File: config.mk
export PLATFORM = sky130hd
export DESIGN_NAME = xfer_engine
export DESIGN_NICKNAME = d
export VERILOG_FILES = /design/src/rtl/xfer_pkg.sv /design/src/rtl/xfer_addr_gen.sv /design/src/rtl/xfer_desc_calc.sv /design/src/rtl/xfer_engine.sv
export SDC_FILE = /design/constraint.sdc
export NUM_CORES = 1
export LEC_CHECK = 0
export BUFFER_PORTS_ARGS = -buffer_cell sky130_fd_sc_hd__buf_2
export CELL_PAD_IN_SITES_DETAIL_PLACEMENT = 1
export CELL_PAD_IN_SITES_GLOBAL_PLACEMENT = 2
export CORE_MARGIN = 4
export CORE_UTILIZATION = 39
export DETAILED_ROUTE_END_ITERATION = 8
export PLACE_DENSITY = 0.87
export SLEW_MARGIN = 20
export SYNTH_ARGS = -nofsm -noshare
export SYNTH_HDL_FRONTEND = slang
export SYNTH_SLANG_ARGS = --single-unit
File: constraint.sdc
create_clock -name clk -period 7.6 [get_ports clk]
set_input_delay 1.52 -clock clk [delete_from_list [all_inputs] [get_ports clk]]
set_output_delay 1.52 -clock clk [all_outputs]
set_load 0.005 [all_outputs]
File: src/rtl/xfer_pkg.sv
package xfer_pkg;

    localparam int ADDR_W   = 16;
    localparam int DESC_LEN = 8;
    localparam int IDX_W    = $clog2(DESC_LEN);
    localparam int BCNT_W   = 10;            // up to 512 bytes per block

    // byte offsets inside a descriptor
    localparam int OFS_CTRL = 0;
    localparam int OFS_BLK  = 1;
    localparam int OFS_CNT  = 2;
    localparam int OFS_RLD  = 3;
    localparam int OFS_SRC  = 4;
    localparam int OFS_DST  = 6;

    typedef logic [DESC_LEN-1:0][7:0] desc_t;

    typedef struct packed {
        logic spare;
        logic rpt_mode;
        logic rpt_dst;
        logic src_inc;
        logic dst_inc;
        logic chain;
        logic rpt_ie;
        logic sz16;
    } ctrl_t;

    typedef enum logic [2:0] {
        S_IDLE = 3'd0,
        S_DRD  = 3'd1,
        S_DCAP = 3'd2,
        S_XRD  = 3'd3,
        S_XCAP = 3'd4,
        S_XWR  = 3'd5,
        S_WB   = 3'd6
    } state_e;

    typedef struct packed {
        state_e              state;
        logic [IDX_W-1:0]    idx;
        desc_t               desc;
        logic [ADDR_W-1:0]   base;
        logic [BCNT_W-1:0]   bidx;
        logic [7:0]          data;
        logic                first;
        logic                irq_pend;
        logic                clr_pend;
        logic                done;
        logic                irq;
        logic                clr;
    } regs_t;

endpackage

File: src/rtl/xfer_addr_gen.sv
module xfer_addr_gen #(
    parameter int AW = 16,
    parameter int BW = 10
) (
    input  logic [AW-1:0] base_i,
    input  logic          incr_i,
    input  logic          sz16_i,
    input  logic [BW-1:0] bidx_i,
    output logic [AW-1:0] addr_o
);
    localparam int PAD = AW - BW;

    logic [AW-1:0] ofs;

    always_comb begin
        if (incr_i) begin
            ofs = {{PAD{1'b0}}, bidx_i};
        end else begin
            // fixed: only the byte lane of a 16-bit unit moves
            ofs = {{(AW-1){1'b0}}, bidx_i[0] & sz16_i};
        end
    end

    assign addr_o = base_i + ofs;

endmodule

File: src/rtl/xfer_desc_calc.sv
module xfer_desc_calc
    import xfer_pkg::*;
(
    input  desc_t             desc_i,
    output desc_t             desc_o,
    output logic [BCNT_W-1:0] last_idx_o,
    output logic              src_inc_o,
    output logic              dst_inc_o,
    output logic              sz16_o,
    output logic              chain_o,
    output logic              irq_o,
    output logic              clr_o
);
    localparam int PAD = ADDR_W - BCNT_W;

    ctrl_t             ctl;
    logic [8:0]        units;
    logic [BCNT_W-1:0] nbytes;
    logic [ADDR_W-1:0] step;
    logic [ADDR_W-1:0] src_cur, dst_cur, src_nxt, dst_nxt;
    logic [7:0]        cnt_nxt;
    logic              expire;

    always_comb begin
        ctl     = ctrl_t'(desc_i[OFS_CTRL]);
        units   = {desc_i[OFS_BLK] == 8'h00, desc_i[OFS_BLK]};
        nbytes  = ctl.sz16 ? {units, 1'b0} : {1'b0, units};
        step    = {{PAD{1'b0}}, nbytes};
        src_cur = {desc_i[OFS_SRC+1], desc_i[OFS_SRC]};
        dst_cur = {desc_i[OFS_DST+1], desc_i[OFS_DST]};
        expire  = (desc_i[OFS_CNT] == 8'h01);

        // repeat area is forced to increment
        src_inc_o = ctl.rpt_mode ? (~ctl.rpt_dst | ctl.src_inc) : ctl.src_inc;
        dst_inc_o = ctl.rpt_mode ? ( ctl.rpt_dst | ctl.dst_inc) : ctl.dst_inc;

        src_nxt = src_inc_o ? src_cur + step : src_cur;
        dst_nxt = dst_inc_o ? dst_cur + step : dst_cur;
        cnt_nxt = desc_i[OFS_CNT] - 8'h01;

        if (ctl.rpt_mode && expire) begin
            cnt_nxt = desc_i[OFS_RLD];
            if (ctl.rpt_dst) dst_nxt = {dst_cur[ADDR_W-1:8], 8'h00};
            else             src_nxt = {src_cur[ADDR_W-1:8], 8'h00};
        end

        desc_o               = desc_i;
        desc_o[OFS_CNT]      = cnt_nxt;
        desc_o[OFS_SRC]      = src_nxt[7:0];
        desc_o[OFS_SRC+1]    = src_nxt[15:8];
        desc_o[OFS_DST]      = dst_nxt[7:0];
        desc_o[OFS_DST+1]    = dst_nxt[15:8];

        last_idx_o = nbytes - BCNT_W'(1);
        sz16_o     = ctl.sz16;
        chain_o    = ctl.chain;
        irq_o      = expire & (~ctl.rpt_mode | ctl.rpt_ie);
        clr_o      = irq_o;
    end

endmodule

File: src/rtl/xfer_engine.sv
module xfer_engine
    import xfer_pkg::*;
(
    input  logic              clk,
    input  logic              rst_n,
    input  logic              start,
    input  logic [ADDR_W-1:0] start_addr,
    output logic              busy,
    output logic              mem_req,
    output logic              mem_we,
    output logic [ADDR_W-1:0] mem_addr,
    output logic [7:0]        mem_wdata,
    input  logic [7:0]        mem_rdata,
    output logic              done,
    output logic              irq_req,
    output logic              en_clr
);
    localparam logic [IDX_W-1:0] LAST_IDX = IDX_W'(DESC_LEN - 1);
    localparam int               NPTR     = 2;   // 0 = source, 1 = destination

    regs_t r_q, r_d;

    desc_t                       upd;
    logic [BCNT_W-1:0]           last_idx;
    logic                        src_inc, dst_inc, sz16, chain, irq_c, clr_c;
    logic [NPTR-1:0][ADDR_W-1:0] ptr_base, ptr_addr;
    logic [NPTR-1:0]             ptr_inc;

    xfer_desc_calc u_calc (
        .desc_i     (r_q.desc),
        .desc_o     (upd),
        .last_idx_o (last_idx),
        .src_inc_o  (src_inc),
        .dst_inc_o  (dst_inc),
        .sz16_o     (sz16),
        .chain_o    (chain),
        .irq_o      (irq_c),
        .clr_o      (clr_c)
    );

    assign ptr_base[0] = {r_q.desc[OFS_SRC+1], r_q.desc[OFS_SRC]};
    assign ptr_base[1] = {r_q.desc[OFS_DST+1], r_q.desc[OFS_DST]};
    assign ptr_inc     = {dst_inc, src_inc};

    for (genvar g = 0; g < NPTR; g++) begin : g_ptr
        xfer_addr_gen #(.AW(ADDR_W), .BW(BCNT_W)) u_ag (
            .base_i (ptr_base[g]),
            .incr_i (ptr_inc[g]),
            .sz16_i (sz16),
            .bidx_i (r_q.bidx),
            .addr_o (ptr_addr[g])
        );
    end

    always_comb begin
        r_d       = r_q;
        r_d.done  = 1'b0;
        r_d.irq   = 1'b0;
        r_d.clr   = 1'b0;
        mem_req   = 1'b0;
        mem_we    = 1'b0;
        mem_addr  = r_q.base + {{(ADDR_W-IDX_W){1'b0}}, r_q.idx};
        mem_wdata = 8'h00;

        case (r_q.state)
            S_IDLE: begin
                if (start) begin
                    r_d.state    = S_DRD;
                    r_d.base     = start_addr;
                    r_d.idx      = '0;
                    r_d.first    = 1'b1;
                    r_d.irq_pend = 1'b0;
                    r_d.clr_pend = 1'b0;
                end
            end
            S_DRD: begin
                mem_req   = 1'b1;
                r_d.state = S_DCAP;
            end
            S_DCAP: begin
                r_d.desc[r_q.idx] = mem_rdata;
                if (r_q.idx == LAST_IDX) begin
                    r_d.bidx  = '0;
                    r_d.state = S_XRD;
                end else begin
                    r_d.idx   = r_q.idx + 1'b1;
                    r_d.state = S_DRD;
                end
            end
            S_XRD: begin
                mem_req   = 1'b1;
                mem_addr  = ptr_addr[0];
                r_d.state = S_XCAP;
            end
            S_XCAP: begin
                r_d.data  = mem_rdata;
                r_d.state = S_XWR;
            end
            S_XWR: begin
                mem_req   = 1'b1;
                mem_we    = 1'b1;
                mem_addr  = ptr_addr[1];
                mem_wdata = r_q.data;
                if (r_q.bidx == last_idx) begin
                    r_d.idx   = '0;
                    r_d.state = S_WB;
                end else begin
                    r_d.bidx  = r_q.bidx + 1'b1;
                    r_d.state = S_XRD;
                end
            end
            S_WB: begin
                mem_req   = 1'b1;
                mem_we    = 1'b1;
                mem_wdata = upd[r_q.idx];
                if (r_q.idx == LAST_IDX) begin
                    r_d.first = 1'b0;
                    if (r_q.first) begin
                        r_d.irq_pend = irq_c;
                        r_d.clr_pend = clr_c;
                    end
                    if (chain) begin
                        r_d.base  = r_q.base + ADDR_W'(DESC_LEN);
                        r_d.idx   = '0;
                        r_d.state = S_DRD;
                    end else begin
                        r_d.state = S_IDLE;
                        r_d.done  = 1'b1;
                        r_d.irq   = r_q.first ? irq_c : r_q.irq_pend;
                        r_d.clr   = r_q.first ? clr_c : r_q.clr_pend;
                    end
                end else begin
                    r_d.idx = r_q.idx + 1'b1;
                end
            end
            default: r_d.state = S_IDLE;
        endcase
    end

    always_ff @(posedge clk) begin
        if (!rst_n) begin
            r_q <= '0;
        end else begin
            r_q <= r_d;
        end
    end

    assign busy    = (r_q.state != S_IDLE);
    assign done    = r_q.done;
    assign irq_req = r_q.irq;
    assign en_clr  = r_q.clr;

endmodule

==> impl_metrics.json <==
{
  "p_per_area_nw_per_um2": 131,
  "boundaryPins": 57,
  "drv_slew": 0,
  "antenna_cells": 0,
  "synth_edf_count": 0,
  "fin_hold_ws_ps": 472,
  "ys_warn_count": 0,
  "synth.distinct_cells": 75,
  "cts_tree": "done",
  "worstMarginPinSlew_ps": 1040,
  "hp-class": "reg -> reg",
  "topRoutingLayerUsed": "met4",
  "cp-start-kind": "flip-flop",
  "ir_worst_vdd_v": 0.0000950,
  "synth_ff_type": "dfxtp_1",
  "worst_path_max_delay_cell": "dfxtp_1",
  "postCtsSetupRepairBufs": 0,
  "cp_data_arrival_time_ps": 4070,
  "synthesis.nets": 1280,
  "area_delta_synth_final_pct": 8.85,
  "async_flop_share_pct": 0,
  "wire_per_inst_um": 21.9,
  "clk_latency_ps": 370,
  "power_mw": 1.28,
  "crit_path_end_kind": "output pin",
  "min-delay-start": "r_q[70]$_SDFFE_PN0P_",
  "die_h_um": 160,
  "yosysSeqAreaShare_pct": 24.1,
  "first_pass_iters": 5,
  "wl_met2_um": 15000,
  "holdPathStages": 2,
  "gp_congestion": 0.915,
  "portBuffers": 56,
  "min_period_ps": 5590,
  "max_stage_delay_ps": 800,
  "timing.final.crit_share_pct": 73.5,
  "power.leakage_nw": 3.85,
  "hold_violations": 0,
  "htreeDepth": 3,
  "hpwl_um": 24600,
  "viasPerCell": 5.95,
  "finClkSkew_ps": 17.9,
  "grt_setup_unrepaired": "false",
  "hold_buffers": 0,
  "cts.sinks": 108,
  "grt_pass1_wl_um": 51100,
  "num_rows": 55,
  "coreArea_um2": 22600,
  "gr-total-overflow": 0,
  "cts_buffers": 9,
  "syn-mean-instance-area_um2": 7.50,
  "clockBufferDepth": 2,
  "critPathMaxFanout": 21,
  "whs_endpoint": "r_q[70]$_SDFFE_PN0P_",
  "grt_pass1_vias": 8734,
  "fin_setup_tns_ps": 0,
  "path_class": "reg -> out",
  "layout_common_cells": "180 x nand2_1, 108 x dfxtp_1, 83 x nand3_1",
  "worstRegToRegCells": 11,
  "r2r-end": "r_q[17]$_SDFFE_PN0P_",
  "final_nets": 1287,
  "wl_met1_um": 15500,
  "cap_viol_max_count": 0,
  "slew_headroom_pct": 30.3,
  "clkTransAtPathRegs_ps": 90,
  "root_buffer": "clkbuf_16",
  "start_util_pct": 39.7,
  "ant_nets": 0,
  "dp.cells": 1479,
  "grt_antenna_before_repair": 0,
  "instances_no_fill": 1495,
  "dr_wl_met3_um": 1380,
  "regToRegSetupSlack_ps": 3860,
  "final_util_pct": 43.2,
  "vias": 8898,
  "post-route-drc-count": 0,
  "drive_gt1_share_pct": 8.93,
  "syn_inst": 1198,
  "worstPathRequired_ps": 6080,
  "final_common_cell": "nand2_1",
  "grt_usage_pct": 25.1,
  "netlist_area_um2": 8990,
  "postCtsResizedCells": 0,
  "drtIter0Drc": 554,
  "wl_um": 32800,
  "status": "completed",
  "crit_path_frequent_cell": "a221oi_1",
  "dieArea_um2": 25500,
  "ys_ff_latch": 108,
  "grt_max_degree": 101,
  "timing.fmax_mhz": 179,
  "setup_viol": 0,
  "reg2reg_from": "r_q[40]$_SDFFE_PN0P_",
  "path_cells": "mux2i_1 > inv_1 > ha_1 > o21a_1 > a221oi_1 > o21ai_0 > a21boi_0 > nor3_1 > xor2_1 > a221oi_1 > a211oi_1 > buf_2",
  "die-width_um": 160,
  "critPathLaunch": "r_q[40]$_SDFFE_PN0P_"
}
-- worst max path at each step --
stage	to	slack (ps)
after global routing	mem_wdata[5]	1690
after detailed placement	mem_wdata[7]	2430
after floorplan	mem_addr[12]	2540
final	mem_wdata[7]	2010
after global placement	mem_addr[14]	2560
after CTS	mem_wdata[7]	2020
-- registers in the layout (all words and copies together), names as in the netlist --
name and flops:
irq_req 1, r_q 74, ptr_base 32, done 1
-- worst max-delay path: cells and delay by family, from the launching register on --
family	cells	cell delay (ps)
compound gates	6	1480
xor+xnor	1	150
fa+ha+maj	1	350
buf+inv	2	340
flops	1	800
mux	1	440
simple gates	1	130
-- cells in the mapped netlist, types with 4 or more instances --
cell / instances / area share, %
a221o_1: 7 / 0.78
buf_1: 9 / 0.38
inv_1: 25 / 1.0
fa_1: 5 / 1.1
a21boi_0: 66 / 5.5
nand2b_1: 14 / 0.97
xor2_1: 32 / 3.1
o31ai_1: 10 / 0.84
mux2_2: 5 / 0.63
nor2b_1: 40 / 2.8
nor3_1: 21 / 1.2
buf_2: 4 / 0.22
nand3b_1: 4 / 0.33
and2_1: 17 / 1.2
nand2_1: 180 / 7.5
o21a_1: 7 / 0.58
and3_1: 12 / 0.84
a21oi_1: 58 / 3.2
nand4_1: 7 / 0.49
a221oi_1: 12 / 1.2
o21bai_1: 4 / 0.33
nor4_1: 4 / 0.28
ha_1: 50 / 7.0
xnor2_1: 47 / 4.6
o211ai_1: 13 / 1.1
a211oi_1: 8 / 0.67
dfxtp_1: 108 / 24
nand3_1: 83 / 4.6
or4_1: 6 / 0.50
or3_1: 6 / 0.42
mux2i_1: 32 / 3.6
o21ai_0: 71 / 4.0
nor2_1: 72 / 3.0
a21o_1: 16 / 1.3
a22oi_1: 22 / 1.8
clkbuf_1: 60 / 2.5
-- through the flow --
| step | area [um2] | worst slack, ps |
|---|---|---|
| finish | 9780 | 2010 |
| global placement | 9450 | 2560 |
| CTS | 9780 | 2020 |
| detailed placement | 9450 | 2430 |
| global route | 9780 | 1690 |
| floorplan | 8990 | 2540 |
-- report_power, final --
part | internal [mW] | switching [mW]
clock | 0.272 | 0.263
combinational | 0.0558 | 0.0909
sequential | 0.577 | 0.0196
-- final cells by class --
type,count,area [um2]
Sequential cell,108,2160
Clock inverter,7,110
Tap cell,285,357
Fill cell,2852,12900
Clock buffer,9,225
Timing Repair Buffer,72,400
Multi-Input combinational cell,988,6430
Inverter,26,97.6
-- layer usage --
metal / track usage (%) / up-vias
met3: 2.94 / 45
li1: - / 4286
met1: 35.2 / 4323
met4: 8.33 / 0
met2: 40.4 / 244
met5: 0 / -
-- cell families (layout without fill, tap and decap cells) --
family	after synthesis	after routing	share of synthesized area [%]
flops	108	108	24.1
fa+ha+maj	55	55	8.07
xor+xnor	80	80	7.95
compound gates	331	331	25.2
mux	37	37	4.19
simple gates	485	485	26.1
buf+inv	102	114	4.48
No activity file was read; power rests on OpenSTA's default activity.
